$ cat src/rtl/psr_pkg.sv
package psr_pkg;

    typedef enum logic [1:0] {
        SEL_CTRL = 2'd0,
        SEL_BASE = 2'd1,
        SEL_MASK = 2'd2,
        SEL_NONE = 2'd3
    } reg_sel_e;

    localparam int CTRL_EN_BIT   = 0;
    localparam int CTRL_LOCK_BIT = 1;
    localparam int CTRL_W        = 2;

endpackage

$ cat src/rtl/psr_regs.sv
module psr_regs #(
    parameter int ADDR_W = 40,
    parameter int LSB    = 19,
    parameter int REG_W  = 64,
    localparam int FW    = ADDR_W - LSB
) (
    input  logic             clk,
    input  logic             rst_n,
    input  logic             wr_en,
    input  logic [1:0]       wr_sel,
    input  logic [REG_W-1:0] wr_data,
    input  logic [1:0]       rd_sel,
    output logic [REG_W-1:0] rd_data,
    output logic             en_o,
    output logic [FW-1:0]    base_o,
    output logic [FW-1:0]    mask_o
);
    import psr_pkg::*;

    typedef struct packed {
        logic          en;
        logic          lock;
        logic [FW-1:0] base;
        logic [FW-1:0] mask;
    } regs_t;

    regs_t st_d, st_q;

    logic unused_wr_bits;
    assign unused_wr_bits = ^{wr_data[REG_W-1:ADDR_W], wr_data[LSB-1:CTRL_W]};

    always_comb begin
        st_d = st_q;
        if (wr_en) begin
            case (wr_sel)
                SEL_CTRL: begin
                    st_d.en = wr_data[CTRL_EN_BIT];
                    if (wr_data[CTRL_LOCK_BIT]) st_d.lock = 1'b1;
                end
                SEL_BASE: if (!st_q.lock) st_d.base = wr_data[ADDR_W-1:LSB];
                SEL_MASK: if (!st_q.lock) st_d.mask = wr_data[ADDR_W-1:LSB];
                default: ;
            endcase
        end
    end

    always_ff @(posedge clk) begin
        if (!rst_n) st_q <= '0;
        else        st_q <= st_d;
    end

    always_comb begin
        rd_data = '0;
        case (rd_sel)
            SEL_CTRL: begin
                rd_data[CTRL_EN_BIT]   = st_q.en;
                rd_data[CTRL_LOCK_BIT] = st_q.lock;
            end
            SEL_BASE: rd_data[ADDR_W-1:LSB] = st_q.base;
            SEL_MASK: rd_data[ADDR_W-1:LSB] = st_q.mask;
            default: ;
        endcase
    end

    assign en_o   = st_q.en;
    assign base_o = st_q.base;
    assign mask_o = st_q.mask;

    AST_LOCK_STICKY: assert property (@(posedge clk) disable iff (!rst_n)
        st_q.lock |=> st_q.lock);
    AST_LOCKED_FROZEN: assert property (@(posedge clk) disable iff (!rst_n)
        st_q.lock |=> ($stable(st_q.base) && $stable(st_q.mask)));
    AST_CTRL_RSVD_ZERO: assert property (@(posedge clk) disable iff (!rst_n)
        (rd_sel == SEL_CTRL) |-> (rd_data[REG_W-1:CTRL_W] == '0));

endmodule

$ cat config.mk
export PLATFORM = sky130hd
export DESIGN_NAME = psr_regs
export DESIGN_NICKNAME = d
export VERILOG_FILES = /design/src/rtl/psr_pkg.sv /design/src/rtl/psr_regs.sv
export SDC_FILE = /design/constraint.sdc
export NUM_CORES = 1
export LEC_CHECK = 0
export ABC_AREA = 1
export CAP_MARGIN = 0
export CORE_UTILIZATION = 38
export DETAILED_ROUTE_END_ITERATION = 6
export GPL_ROUTABILITY_DRIVEN = 0
export PLACE_DENSITY = 0.83
export SYNTH_ARGS = -nofsm -noshare
export SYNTH_HDL_FRONTEND = slang
export SYNTH_SLANG_ARGS = --single-unit
export TNS_END_PERCENT = 50
$ cat constraint.sdc
create_clock -name clk -period 1.3 [get_ports clk]
set_input_delay 0.26 -clock clk [delete_from_list [all_inputs] [get_ports clk]]
set_output_delay 0.26 -clock clk [all_outputs]
set_load 0.05 [all_outputs]
# --- Word-level counts from Yosys, hierarchy flattened ---
# Index checks and enable logic that the tools add are counted.
# Widths: inputs -> output; s select.
totals:
  in_bits: 71
  romBits: 0
  mem_bits_rw: 0
  elab_cells: 17
  latchBits: 0
  output_inout_bits: 107
  reg_bits: 44
  memories: 0
classes:
  muxes: 2
  bitwise_logic: 1
  reduce_logical: 6
  addsub: 0
  shift: 0
  n_lt_le_gt_ge: 0
  n_eq_ne: 4
  div_mod_pow: 0
  n_mul: 0
op_table:
  columns: ["cell", "n"]
  rows:
  - ["$pmux 21 s2", 1]
  - ["$reduce_and 3->1", 3]
  - ["$eq 2x1->1 const B", 2]
  - ["$eq 2x2->1 const B", 2]
  - ["$logic_not 2->1", 2]
  - ["$mux 2", 1]
  - ["$reduce_and 2->1", 1]
  - ["$not 1->1", 1]

# --- Longest topological paths before layout ---
# Gate-level depths: netlist of the first run.
logic_depth:
  ltp_word: 2
  mapped_depth: 6
  ltp_nobuf: 5

# --- Least setup slack after synthesis of the first run ---
# Ideal clock, no wire load.
synth_timing:
  kind: "input to output"
  from: "input port rd_sel[1]"
  to: "output port rd_data[23]"
  arrival_ps: 1617
  cell_stages: 5
  required_ps: 1040
  path_buffers: 1
  path_slack_ps: -577
  path_cell_list: "inv_1 ha_1 clkbuf_1 nand2_1 a21oi_1"
synth_via:
  elab_chain_len: 2
  elab_cells_between_ends: 3
  cone_classes: "eq/ne: 2; mux: 1"
synth_rtl:
  columns: ["element", "line", "source"]
  rows:
  - ["start: declaration", "psr_regs.sv:12", "input logic [1:0] rd_sel,"]
  - ["$eq 2x2->1 / $eq 2x1->1 (equally long branches)", "psr_regs.sv:54", "case (rd_sel)"]
  - ["$pmux 21 s2 *", "psr_regs.sv:54", null]
  - ["end: declaration", "psr_regs.sv:13", "output logic [REG_W-1:0] rd_data,"]
# Every way passes the cells marked *; elsewhere a longest branch is shown, timed or not.

# --- Final worst setup path of the first run ---
layout_timing:
  from: "input port rd_sel[0]"
  to: "output port rd_data[19]"
# The elaborated chain is that of the path after synthesis.

==> impl_results.md, run 1 <==
* Final worst path period share at 121%
* Count of port buffers added during placement at between 90 and 100
* Cts hold-fix bufs at 0
* P_leak at ~0.0023 uW
* DR iter-0 viols at 80
* Hold Path Class: in2reg
* Mapped Area at about 3000 sq um
* Routed via count at 2753
* Net Sw Frac at roughly two fifths
* RSZ-0062 raised after global routing: true
* GRT Util Overall at 21.7%
* Synth Area in Compound Gates at 3.86%
* Post-DRT Antenna Nets at 0
* DPL Wire Length at slightly below 6000 um
* Minimum clock period at roughly 1600 ps
* #FFs+latches synth at 44
* Die span in y at 89.6 um
* Worst Slack Setup Final at -273 ps
* Final cell count without fillers at approximately 610
* Dpl cells at roughly 600
* Congestion Overflow GR at 0
* WL final at approximately 8500 um
* Crit path capture type: output port
* Initial antenna violation count at 0
* Post-Synth XOR/XNOR Area at 0%
* Clock Path Buffers at 2
* Pre-Repair DR Iteration Count at 5
* Flop pwr share at between 30% and 40%
* First-pass GRT wire length at between 10000 and 15000 um
* Net Switching at between 1500 and 2000 uW
* Die Wd at around 90 um
* Routed length per placed instance at roughly 14 um
* # DRC at 0
* Final Power at about 4000 uW
* Critical path startpoint category: input pin
* Final Skew at 8.46 ps
* Die Area at 8020 sq um
* Worst Path Arrival at ~1300 ps
* Peak VDD IR at 0.536 mV
* Core Area at about 7300 sq um
* Pint at 2450 uW
* CTS buffer count at 5
* Commonest non-fill, non-tap cell in the layout: nor2_1
* Worst EP required at 1040 ps
* CTS tree: done
* Clock power share at 21.0%
* Final setup viols at 21
* Layout area overhead at 72.3%
* Critical Path Fanout Max at 6
* Root buffer cell: clkbuf_8
* DR vias/cell at between 4 and 5
* Seq/Total Area, Yosys at approximately 30%
* Slew Limit Fails at 0
* Crit-path max cell delay at 180 ps
* Max Clock Freq at roughly 640 MHz
* Area of the multi-input gates at 1700 sq um
* Util after Layout at 68.5%
* Kind of critical path: in2out
* Initial Utilization at between 30% and 40%
* Number of core rows at 31
* Combinational Power Share at approximately 41%
* Adder-cell share of the synthesized area at under 10%
* CP bufs+invs at 6
* PD cells at 802 nW/um^2
* Outcome: finished, violations left
* Worst-path clk slew at roughly 90 ps
* Final net count at between 500 and 600
* Mux contribution to synthesized area at 0%
* CP max-delay cell: a21oi_4
* Distinct cell type count after synthesis at 17
* Most used cell, CP: buf_12
* Most frequent cells in the layout: nor2_1 (87), buf_12 (78), nand2_1 (57), nand3_1 (42), dfxtp_1 (42)
* Crit path cell chain: buf_12, inv_12, buf_6, ha_4, buf_12, buf_12, nand2_4, a21oi_4, buf_12
* Layout cells sized above 1 at between 30% and 40%
* Clock net sink count at 44
* Top delay family on crit path: buffers and inverters
* Final hold vios at 0
* Vias in the first global route at roughly 2600
* Synth Area in Simple Gates at between 30% and 40%
* Setup TNS at -4820 ps
* Clock latency on the worst-skew pair at around 290 ps
* Cells after Synth at between 400 and 500
* Largest family of logic cells by synthesized area: simple AND/OR/NAND/NOR gates
* Ant. Diodes at 0
* H-tree depth at 2
* Max_cap viols at 0
* I/O pins at roughly 180
* Warnings from Yosys at 0
* Failing checks: negative setup slack
* Largest net degree at the start of global routing at 45
* # fillers at between 500 and 600
* Storage cell area at about 880 sq um
* Avg Cell Area, Syn at 6.71 sq um
==> state kept, by name (all words and copies together) (netlist names) <==
register  cells
st_q          1
base_o       21
mask_o       21
en_o          1
==> repair_timing <==
action,in CTS,in global routing
cloned,3,1
pin swaps,25,18
resized for setup,50,36
buffers inserted,6,1
setup endpoints to repair,23,38
==> path summary, 6_finish.rpt <==
path | start | endpoint | slack (ps) | cells past startpoint
setup / recovery | rd_sel[0] | rd_data[19] | -270 | 9
hold / removal | wr_en | st_q[42] | 340 | 3
setup reg to reg | st_q[42] | base_o[17] | 250 | 6
hold reg to reg | st_q[42] | st_q[42] | 540 | 2
==> synthesized netlist by cell type <==
cell type	count	area, sq um
nand2_1	88	330
buf_4	88	661
conb_1	1	3.75
a21oi_1	21	105
inv_1	27	101
inv_2	4	15.0
nand4_1	2	12.5
ha_1	3	37.5
dfxtp_1	44	881
buf_2	4	20.0
nor2_1	87	327
nand2_2	3	18.8
nand3_1	42	210
clkbuf_1	4	15.0
a21boi_0	1	7.51
buf_6	10	113
nor2_4	5	56.3
==> cell families (layout without fill, tap and decap cells) <==
| family | Yosys count | in the layout |
|---|---|---|
| and+or+nand+nor | 227 | 227 |
| buffers and inverters | 137 | 170 |
| DFF | 44 | 44 |
| AOI/OAI and AO/OA | 22 | 22 |
| adders and majority gates | 3 | 3 |
| other | 1 | 41 |
==> through the flow <==
| step | instance area (sq um) | setup slack [ps] | hold slack [ps] |
|---|---|---|---|
| floorplan | 3420 | -34.1 | 436 |
| global placement | 4570 | -795 | 525 |
| detailed placement | 4570 | -846 | 525 |
| CTS | 4920 | -383 | 396 |
| global route | 5020 | -320 | 374 |
| finish | 5020 | -273 | 342 |
==> power groups by stage <==
stage / logic, uW / clock network, uW / registers [uW]
global route: 1750 / 944 / 1530
finish: 1660 / 844 / 1520
CTS: 1660 / 874 / 1510
detailed placement: 1560 / 0 / 1530
floorplan: 1190 / 0 / 1500
global placement: 1520 / 0 / 1530
==> worst register-to-register path: stages (launching register included) <==
cell     delay [ps]
dfxtp_2         350
inv_2            70
nand2_1          80
nor2_4          130
buf_12          170
nor2_1           60
nor2_1          110
==> cell type report <==
| type | count | area share (%) |
|---|---|---|
| inverters | 31 | 2.92 |
| repair buffers | 131 | 41.4 |
| clock inverters | 3 | 0.374 |
| flip-flops and latches | 44 | 17.6 |
| multi-input cells | 293 | 33.9 |
| clock buffers | 5 | 1.37 |
| well taps | 99 | 2.47 |
==> per-layer routing <==
layer  wire length, um  GRT usage (%)  share of wire [%]
met3               523           4.39                6.2
met4               142           6.49                1.7
met2              4480           40.7                 53
met1              3300           24.5                 39
met5                 0              0                  0
Note: power is estimated with default switching activity, not from simulation.
==> run 2, diff against run 1 <==
Settings changed: HOLD_SLACK_MARGIN from default to 0.15.
==> results of run 2 <==
No change in the layout: final DEF, timing and power equal those of run 1.
